<file path="config.mk">
export PLATFORM = sky130hd
export DESIGN_NAME = stk_ptr_unit
export DESIGN_NICKNAME = d
export VERILOG_FILES = /design/src/rtl/stk_pkg.sv /design/src/rtl/stk_seq.sv /design/src/rtl/stk_ptr_reg.sv /design/src/rtl/stk_mem_port.sv /design/src/rtl/stk_ptr_unit.sv
export SDC_FILE = /design/constraint.sdc
export NUM_CORES = 1
export LEC_CHECK = 0
export CAP_MARGIN = 20
export CORE_ASPECT_RATIO = 1.5
export CORE_MARGIN = 3
export CORE_UTILIZATION = 39
export CTS_BUF_LIST = sky130_fd_sc_hd__clkbuf_4
export DETAILED_ROUTE_END_ITERATION = 6
export GPL_TIMING_DRIVEN = 0
export PLACE_DENSITY = 0.7
export SYNTH_ARGS = -nofsm -noshare
export SYNTH_HDL_FRONTEND = slang
export SYNTH_SLANG_ARGS = --single-unit
export TNS_END_PERCENT = 100
</file>
<file path="constraint.sdc">
create_clock -name clk -period 3.6 [get_ports clk]
set_clock_uncertainty 0.2 [all_clocks]
set_input_delay 0.36 -clock clk [delete_from_list [all_inputs] [get_ports clk]]
set_output_delay 0.36 -clock clk [all_outputs]
set_load 0.01 [all_outputs]
</file>
<file path="src/rtl/stk_pkg.sv">
package stk_pkg;
  parameter int unsigned STK_DATA_W = 8;
  parameter int unsigned STK_ADDR_W = 2 * STK_DATA_W;

  typedef logic [STK_DATA_W-1:0] byte_t;
  typedef logic [STK_ADDR_W-1:0] addr_t;

  typedef enum logic [1:0] {
    ST_IDLE = 2'd0,
    ST_CALL = 2'd1,
    ST_RET  = 2'd2
  } seq_st_t;

  // pointer after a push: one slot lower, wrapping
  function automatic addr_t sp_step_down(input addr_t a);
    return a - addr_t'(1);
  endfunction

  // pointer after a pop: one slot higher, wrapping
  function automatic addr_t sp_step_up(input addr_t a);
    return a + addr_t'(1);
  endfunction

  // true when an address falls in the register/I-O window
  function automatic logic addr_reserved(input addr_t a, input addr_t ram_start);
    return (a < ram_start);
  endfunction
endpackage

</file>
<file path="src/rtl/stk_seq.sv">
module stk_seq
  import stk_pkg::*;
#(
  parameter int unsigned RA_BYTES = 2,
  localparam int unsigned RA_W  = RA_BYTES * STK_DATA_W,
  localparam int unsigned CNT_W = $clog2(RA_BYTES + 1)
) (
  input  logic            clk,
  input  logic            rst_n,
  input  logic            sp_hi_we,
  input  logic            sp_lo_we,
  input  logic            call_req,
  input  logic            ret_req,
  input  logic            push_req,
  input  logic            pop_req,
  input  byte_t           push_data,
  input  logic [RA_W-1:0] call_ret_addr,
  input  byte_t           mem_rdata,
  output logic            op_push,
  output logic            op_pop,
  output logic            ld_hi,
  output logic            ld_lo,
  output byte_t           wr_byte,
  output byte_t           pop_data,
  output logic            pop_valid,
  output logic [RA_W-1:0] ret_addr,
  output logic            ret_done,
  output logic            busy
);
  seq_st_t         st;
  logic [CNT_W-1:0] cnt;
  logic [RA_W-1:0] ra_sh;
  logic [RA_W-1:0] acc;
  logic            start_call, start_ret, plain_pop;

  always_comb begin
    op_push    = 1'b0;
    op_pop     = 1'b0;
    ld_hi      = 1'b0;
    ld_lo      = 1'b0;
    wr_byte    = '0;
    start_call = 1'b0;
    start_ret  = 1'b0;
    plain_pop  = 1'b0;
    unique case (st)
      ST_IDLE: begin
        if (sp_hi_we || sp_lo_we) begin
          ld_hi = sp_hi_we;
          ld_lo = sp_lo_we;
        end else if (call_req) begin
          op_push    = 1'b1;
          wr_byte    = call_ret_addr[STK_DATA_W-1:0];
          start_call = 1'b1;
        end else if (ret_req) begin
          op_pop    = 1'b1;
          start_ret = 1'b1;
        end else if (push_req) begin
          op_push = 1'b1;
          wr_byte = push_data;
        end else if (pop_req) begin
          op_pop    = 1'b1;
          plain_pop = 1'b1;
        end
      end
      ST_CALL: begin
        op_push = 1'b1;
        wr_byte = ra_sh[STK_DATA_W-1:0];
      end
      ST_RET: op_pop = 1'b1;
      default: ;
    endcase
  end

  always_ff @(posedge clk) begin
    if (!rst_n) begin
      st        <= ST_IDLE;
      cnt       <= '0;
      ra_sh     <= '0;
      acc       <= '0;
      pop_data  <= '0;
      pop_valid <= 1'b0;
      ret_done  <= 1'b0;
    end else begin
      pop_valid <= plain_pop;
      ret_done  <= 1'b0;
      if (plain_pop) pop_data <= mem_rdata;
      unique case (st)
        ST_IDLE: begin
          if (start_call) begin
            ra_sh <= call_ret_addr >> STK_DATA_W;
            cnt   <= CNT_W'(RA_BYTES - 1);
            st    <= ST_CALL;
          end else if (start_ret) begin
            acc <= RA_W'(mem_rdata);
            cnt <= CNT_W'(RA_BYTES - 1);
            st  <= ST_RET;
          end
        end
        ST_CALL: begin
          ra_sh <= ra_sh >> STK_DATA_W;
          cnt   <= cnt - CNT_W'(1);
          if (cnt == CNT_W'(1)) st <= ST_IDLE;
        end
        ST_RET: begin
          acc <= {acc[RA_W-STK_DATA_W-1:0], mem_rdata};
          cnt <= cnt - CNT_W'(1);
          if (cnt == CNT_W'(1)) begin
            st       <= ST_IDLE;
            ret_done <= 1'b1;
          end
        end
        default: st <= ST_IDLE;
      endcase
    end
  end

  assign ret_addr = acc;
  assign busy     = (st != ST_IDLE);
endmodule

</file>
<file path="src/rtl/stk_ptr_reg.sv">
module stk_ptr_reg
  import stk_pkg::*;
(
  input  logic  clk,
  input  logic  rst_n,
  input  logic  ld_hi,
  input  logic  ld_lo,
  input  byte_t ld_byte,
  input  logic  op_push,
  input  logic  op_pop,
  output addr_t sp
);
  always_ff @(posedge clk) begin
    if (!rst_n) begin
      sp <= '0;
    end else if (ld_hi || ld_lo) begin
      sp <= {ld_hi ? ld_byte : sp[STK_ADDR_W-1:STK_DATA_W],
             ld_lo ? ld_byte : sp[STK_DATA_W-1:0]};
    end else if (op_push) begin
      sp <= sp_step_down(sp);
    end else if (op_pop) begin
      sp <= sp_step_up(sp);
    end
  end
endmodule

</file>
<file path="src/rtl/stk_mem_port.sv">
module stk_mem_port
  import stk_pkg::*;
#(
  parameter addr_t RAM_START = addr_t'(16'h0060)
) (
  input  addr_t sp,
  input  logic  op_push,
  input  logic  op_pop,
  input  byte_t wr_byte,
  output addr_t mem_addr,
  output byte_t mem_wdata,
  output logic  mem_we,
  output logic  stack_err
);
  always_comb begin
    mem_addr  = op_pop ? sp_step_up(sp) : sp;
    mem_we    = op_push;
    mem_wdata = wr_byte;
    stack_err = (op_push || op_pop) && addr_reserved(mem_addr, RAM_START);
  end
endmodule

</file>
<file path="src/rtl/stk_ptr_unit.sv">
module stk_ptr_unit
  import stk_pkg::*;
#(
  parameter int unsigned RA_BYTES  = 2,
  parameter addr_t       RAM_START = addr_t'(16'h0060),
  localparam int unsigned RA_W = RA_BYTES * STK_DATA_W
) (
  input  logic                  clk,
  input  logic                  rst_n,
  input  logic                  sp_hi_we,
  input  logic                  sp_lo_we,
  input  logic [STK_DATA_W-1:0] sp_wdata,
  input  logic                  push_req,
  input  logic [STK_DATA_W-1:0] push_data,
  input  logic                  pop_req,
  input  logic                  call_req,
  input  logic [RA_W-1:0]       call_ret_addr,
  input  logic                  ret_req,
  input  logic [STK_DATA_W-1:0] mem_rdata,
  output logic [STK_ADDR_W-1:0] mem_addr,
  output logic [STK_DATA_W-1:0] mem_wdata,
  output logic                  mem_we,
  output logic [STK_ADDR_W-1:0] sp_out,
  output logic [STK_DATA_W-1:0] pop_data,
  output logic                  pop_valid,
  output logic [RA_W-1:0]       ret_addr,
  output logic                  ret_done,
  output logic                  busy,
  output logic                  stack_err
);
  logic  op_push, op_pop, ld_hi, ld_lo;
  byte_t wr_byte;
  addr_t sp;

  stk_seq #(.RA_BYTES(RA_BYTES)) u_seq (
    .clk(clk), .rst_n(rst_n),
    .sp_hi_we(sp_hi_we), .sp_lo_we(sp_lo_we),
    .call_req(call_req), .ret_req(ret_req),
    .push_req(push_req), .pop_req(pop_req),
    .push_data(push_data), .call_ret_addr(call_ret_addr),
    .mem_rdata(mem_rdata),
    .op_push(op_push), .op_pop(op_pop),
    .ld_hi(ld_hi), .ld_lo(ld_lo), .wr_byte(wr_byte),
    .pop_data(pop_data), .pop_valid(pop_valid),
    .ret_addr(ret_addr), .ret_done(ret_done), .busy(busy)
  );

  stk_ptr_reg u_ptr (
    .clk(clk), .rst_n(rst_n),
    .ld_hi(ld_hi), .ld_lo(ld_lo), .ld_byte(sp_wdata),
    .op_push(op_push), .op_pop(op_pop), .sp(sp)
  );

  stk_mem_port #(.RAM_START(RAM_START)) u_port (
    .sp(sp), .op_push(op_push), .op_pop(op_pop), .wr_byte(wr_byte),
    .mem_addr(mem_addr), .mem_wdata(mem_wdata), .mem_we(mem_we),
    .stack_err(stack_err)
  );

  assign sp_out = sp;
endmodule

</file>
==> Word level (Yosys, flattened, before mapping) <==
Index checks and enable logic that the tools add are counted.
{ "word_totals": {"inputBits": 48, "ff_bits": 62, "output_inout_bits": 69, "word_cells": 87} }
{ "classes": {"n_addsub": 3, "n_lt_le_gt_ge": 1, "eq_ne": 10, "reduce_logical": 15, "n_mux": 49} }
{ "op_table": {"columns": ["op", "n"], "rows": [
  ["2-to-1 mux 16 bit", 6],
  ["case mux 16 bit (2 select lines)", 2],
  ["2-to-1 mux 8 bit", 6],
  ["2-to-1 mux 1 bit", 25],
  ["adder 16 x 1 -> 16 bit, second input constant", 1],
  ["less-than comparator 16 x 7 -> 1 bit, second input constant", 1],
  ["case mux 8 bit (2 select lines)", 1],
  ["subtractor 16 x 1 -> 16 bit, second input constant", 1],
  ["2-to-1 mux 2 bit", 5],
  ["inequality test 2 x 1 -> 1 bit, second input constant", 5],
  ["case mux 2 bit (2 select lines)", 2],
  ["AND reduction 2 bit", 4],
  ["nonzero test 2 bit", 4],
  ["== test 2 x 1 -> 1 bit, second input constant", 2],
  ["case mux 1 bit (2 select lines)", 2],
  ["logical OR 1 bit", 3],
  ["inequality test 3 x 1 -> 1 bit, second input constant", 1],
  ["AND reduction 3 bit", 1],
  ["== test 2 bit, second input constant", 1],
  ["zero test 2 bit", 1],
  ["inequality test 2 bit, second input constant", 1],
  ["OR reduction 2 bit", 1],
  ["subtractor 2 x 1 -> 2 bit, second input constant", 1],
  ["logical AND 1 bit", 1]
]} }

==> Depth between registers and ports, before layout <==
{ "depth": {"word_depth": 9, "ltp_mapped": 10} }

==> Cells and area by module <==
A second synthesis with hierarchy kept.
{ "unflattened": {"hier_cells": 503, "hier_area_um2": 4047.6} }
{ "modules_own_cells": {"columns": ["mod", "n_inst", "area_each_um2", "cells_each"], "rows": [
  ["stk_seq", 1, 1971.9, 234],
  ["stk_ptr_reg", 1, 1470.2, 189],
  ["stk_mem_port", 1, 605.6, 80]
]} }

==> Least setup slack after synthesis <==
OpenSTA, ideal clock, no wires.
{ "synth_path": {"path_kind": "flip-flop to output port", "from": "reg u_seq.st[0]", "to": "out stack_err", "setup_slack_ns": 0.703, "t_required_ns": 3.040, "arrival_time_ns": 2.337, "path_stages_with_launch": 11, "cell_sequence": "dfxtp_1 inv_1 ha_1 buf_2 nor4b_4 o21a_1 buf_6 o2111ai_2 xnor2_1 or2_2 a2111oi_2"} }
{ "synth_between": {"elab_chain_cells": 5} }
{ "synth_rtl": {"columns": ["item", "line_no", "rtl"], "rows": [
  ["from (decl)", "stk_seq.sv:30", "seq_st_t st;"],
  ["from (signal assigned)", "stk_seq.sv:76", "st <= ST_IDLE;"],
  ["from (signal assigned)", "stk_seq.sv:92", "st <= ST_CALL;"],
  ["from (signal assigned)", "stk_seq.sv:96", "st <= ST_RET;"],
  ["== test 2 bit or zero test 2 bit (tied branches)", "stk_seq.sv:45", "unique case (st)"],
  ["case mux 1 bit (2 select lines) *", "stk_seq.sv:45", null],
  ["2-to-1 mux 16 bit *", "stk_mem_port.sv:16", "mem_addr = op_pop ? sp_step_up(sp) : sp;"],
  ["named net mem_addr[12]", "stk_ptr_unit.sv:20", "output logic [STK_ADDR_W-1:0] mem_addr,"],
  ["less-than comparator 16 x 7 -> 1 bit *", "stk_pkg.sv:26", "return (a < ram_start);"],
  ["logical AND 1 bit *", "stk_mem_port.sv:19", "stack_err = (op_push || op_pop) && addr_reserved(mem_addr, RAM_START);"],
  ["to (decl)", "stk_ptr_unit.sv:29", "output logic stack_err"]
]} }
Mark *: on every way through the listed nets, which the timed path passes. The rest lies on a longest branch.

==> Worst setup path after layout <==
{ "layout_path": {"from": "reg u_seq.st[0]", "to": "out stack_err"} }
{ "layout_between": {"elab_chain_cells": 5} }
{ "layout_rtl": {"columns": ["item", "line_no"], "rows": [
  ["== test 2 bit or zero test 2 bit (tied branches)", "stk_seq.sv:45"],
  ["case mux 1 bit (2 select lines)", "stk_seq.sv:45"],
  ["2-to-1 mux 16 bit", "stk_mem_port.sv:16"],
  ["less-than comparator 16 x 7 -> 1 bit", "stk_pkg.sv:26"],
  ["logical AND 1 bit *", "stk_mem_port.sv:19"]
]} }
Every way passes the cells marked *; elsewhere a longest branch is shown, timed or not.

==> impl_metrics.yaml <==
layout:
  final_area_um2: 4900
  layout.nets: 616
  fillers: 827
  postLayoutCoreUtil_pct: 57.2
  antenna_cells: 0
  drive_gt1_share_pct: 9.43
  syn2layout_area_growth_pct: 40.5
die:
  num_rows: 41
  core_um2: 8570
  die_w_um: 83.3
  start_util_pct: 40.7
  die-area_um2: 10100
  ios: 117
  die_height_um: 122
timing:
  rsz0062_at_grt: "true"
  fin_crit_ns: 3.55
  setup_viol: 0
  tightest_slew_ns: 0.812
  slew_violations: 0
  fmax_ghz: 0.282
  fin_crit_sh_pct: 98.6
  max_slew_margin_pct: 45.5
  finalHoldViolCount: 0
clock_tree:
  hold_buffers: 0
  clock_latency_ns: 0.41
  cts_tree: "built"
  cts_sinks: 54
  clock_path_buffers: 2
  cts_root_buf: "clkbuf_4"
  cts-htree-levels: 2
  cts_buffers: 5
  path_clk_slew_ns: 0.18
global_routing:
  track_usage_pct: 23.0
  grt_pass1_wl_mm: 18.7
  grt_max_degree: 20
  grt_pass1_vias: 3676
  overflow: 0
  grt_antenna_before_repair: 0
setup_path:
  r2r-start: "u_seq.st[0]"
  critPathMaxFanout: 9
  slowest_stage: "o311ai_1"
  r2r_cells: 7
  crit_family: "compound AO/OA/AOI/OAI gates"
  cp.buffers_inverters: 5
  worstPathArrival_ns: 2.99
  worstReg2RegEnd: "u_seq.ret_addr[7]"
  end_kind: "output pin"
  crit_type: "flip-flop to output pin"
  worstSetupStartpointType: "flip-flop"
  critPathRequiredTime_ns: 3.04
  cpPeakStageDelay_ns: 0.53
  path_cells: "inv_1, ha_1, clkbuf_4, nor4b_4, o21a_1, buf_6, buf_4, nor2_2, nor3_2, o311ai_1, a2111oi_4, buf_2"
  reg2reg_slack_ns: 0.85
worst_hold_path:
  min_path_cells: 4
  hold_class: "primary input to flip-flop"
  min_to: "u_seq.st[1]"
  min_from: "call_req"
synthesis:
  synth_top_family_by_area: "compound AO/OA/AOI/OAI gates"
  avgSynthCellArea_um2: 7.99
  netlist_top_cells_area: "dfxtp_1 (31%), mux2i_1 (7.5%), nor2_1 (6.6%)"
  synth_edf_count: 0
  synth-adder-area-share_pct: 2.51
  synth-xor-area-share_pct: 6.02
  synth-compound-area-share_pct: 23.0
  syn-num-nets: 492
  muxShareOfSynthArea_pct: 9.39
  synth.cell_area_um2: 3490
  syn-instance-count: 437
  synth_simple_gate_area_share_pct: 21.6
  ys_types: 64
  ys.flop_type: "dfxtp_1"
  yosysSeqAreaShare_pct: 31.0
  ys_warn_count: 0
  async_reset_ff_share_pct: 0
  ys_ff_latch: 54
  yosysTopAreaCell: "dfxtp_1"
  synth_top_area_share_pct: 31.0
run:
  cap_violations: 0
detailed_routing:
  num_vias: 3682
  drtIter0Drc: 263
  ant_nets: 0
  vias_per_cell: 5.50
  wl_mm: 11.9
  wl_per_cell_um: 17.7
  route.detailed.drc: 0
  first_pass_iters: 4
power:
  comb_power_share_pct: 51.1
  switching_power_uw: 867
  clock_power_share_pct: 14.7
  cellLeakagePower_uw: 0.00184
  power_uw: 2090
  power.density_nw_per_um2: 426
  ir_drop_uv: 316
  power.internal_uw: 1220
  p_seq_share_pct: 34.2
  p_sw_share_pct: 41.5
placed_design:
  placed_cell_area_um2: 4780
  dp_hpwl_mm: 9.10
  gp_congestion: 0.999
  numPortBuffers: 115
run_status:
  status: "finished clean"
==> worst register-to-register path, cell delays in order (launching register included) <==
cell	delay (ns)
dfxtp_2	0.39
inv_1	0.07
ha_1	0.30
clkbuf_1	0.33
o21ai_1	0.73
buf_2	0.38
mux2i_1	0.21
nor2_1	0.05
==> state kept, by name, indices dropped and copies added (netlist names) <==
register         count
u_ptr.sp            16
u_seq.ret_addr      16
u_seq.pop_data       8
u_seq.ra_sh          8
u_seq.cnt            2
u_seq.st             2
u_seq.pop_valid      1
u_seq.ret_done       1
==> how the worst max path moves through the flow <==
stage	to	start	cells past startpoint	slack, ns
4_1_cts	mem_addr[10]	u_seq.st[0]	10	0.003
6_report	stack_err	u_seq.st[0]	12	0.05
2_1_floorplan	stack_err	u_seq.st[0]	10	0.70
3_5_place_dp	stack_err	sp_hi_we	9	-0.25
3_3_place_gp	stack_err	sp_hi_we	9	-0.26
5_1_grt	stack_err	u_seq.st[1]	11	-0.15
==> cell usage after synthesis, types with 3 or more instances <==
| cell | number |
|---|---|
| a211oi_1 | 4 |
| a21oi_1 | 19 |
| a22oi_1 | 16 |
| a31oi_1 | 4 |
| and3_1 | 4 |
| buf_2 | 8 |
| buf_6 | 4 |
| clkbuf_1 | 21 |
| dfxtp_1 | 54 |
| ha_1 | 7 |
| inv_1 | 13 |
| mux2_1 | 3 |
| mux2_2 | 3 |
| mux2i_1 | 26 |
| nand2_1 | 39 |
| nand3_1 | 8 |
| nand3b_1 | 4 |
| nand4_1 | 3 |
| nor2_1 | 61 |
| nor2b_1 | 4 |
| nor3_1 | 9 |
| o2111ai_1 | 5 |
| o211ai_1 | 3 |
| o21a_1 | 3 |
| o21ai_0 | 14 |
| o21ai_1 | 11 |
| o22ai_1 | 10 |
| or2_2 | 5 |
| or3_1 | 5 |
| xnor2_1 | 21 |
| xor2_1 | 3 |
==> what timing repair did <==
item                                    4_1_cts  5_1_grt
endpoints found under the setup margin        4        2
setup buffers                                 2        1
gates resized for setup                       9        5
pin swaps                                     0        1
==> metal layers <==
layer	GRT usage (%)	vias up	routed length (µm)	share of wire, %
li1	-	1807	-	-
met3	4.87	31	826	7.0
met5	0	-	0	0
met4	11.1	0	489	4.1
met1	24.9	1681	4430	37
met2	42.4	163	6120	52
==> power by group through the flow <==
stage | clock (µW) | combinational (µW) | sequential (µW)
after global placement | 0 | 1040 | 720
after CTS | 316 | 1050 | 717
after global routing | 335 | 1150 | 727
after detailed placement | 0 | 1050 | 722
final | 307 | 1070 | 716
after floorplan | 0 | 599 | 739
==> cell families (layout without fill, tap and decap cells) <==
logic type,after synthesis,after routing
and+or+nand+nor,156,156
AOI/OAI and AO/OA,114,114
buffers and inverters,50,175
DFF,54,54
adders and majority gates,7,7
muxes,32,32
xor gates and xnor gates,24,24
==> cell usage in the layout (no fill, tap or decap), types with 5 or more instances in the layout <==
master | netlist | routed
buf_2 | 8 | 8
dfxtp_1 | 54 | 52
nand3_1 | 8 | 8
mux2i_1 | 26 | 26
nor2_1 | 61 | 60
ha_1 | 7 | 7
a22oi_1 | 16 | 16
nand2_1 | 39 | 39
o21ai_0 | 14 | 14
o21ai_1 | 11 | 10
or3_1 | 5 | 5
xnor2_1 | 21 | 21
or2_2 | 5 | 5
clkbuf_1 | 21 | 20
o22ai_1 | 10 | 10
clkbuf_4 | 0 | 6
nor3_1 | 9 | 8
o2111ai_1 | 5 | 5
a21oi_1 | 19 | 19
clkdlybuf4s50_1 | 0 | 113
inv_1 | 13 | 13
==> area by class of cell <==
class | instances | area [µm²] | area share, %
Clock buffer | 5 | 37.5 | 0.766
Sequential cell | 54 | 1080 | 22.1
Clock inverter | 3 | 28.8 | 0.587
Timing Repair Buffer | 118 | 1170 | 23.9
Buffer | 35 | 175 | 3.57
Inverter | 14 | 52.6 | 1.07
Tap cell | 107 | 134 | 2.73
Multi-Input combinational cell | 333 | 2220 | 45.3
==> per-stage QoR <==
stage,setup TNS (ns),worst slack [ns],instances,hold WS (ns)
after floorplan,0,0.703,437,0.265
after global placement,-0.265,-0.265,659,0.277
after detailed placement,-0.249,-0.249,659,0.283
after CTS,0,0.00255,668,0.116
after global routing,-0.246,-0.154,669,0.167
final,0,0.0491,669,0.134
(Power assumes the default switching activity.)
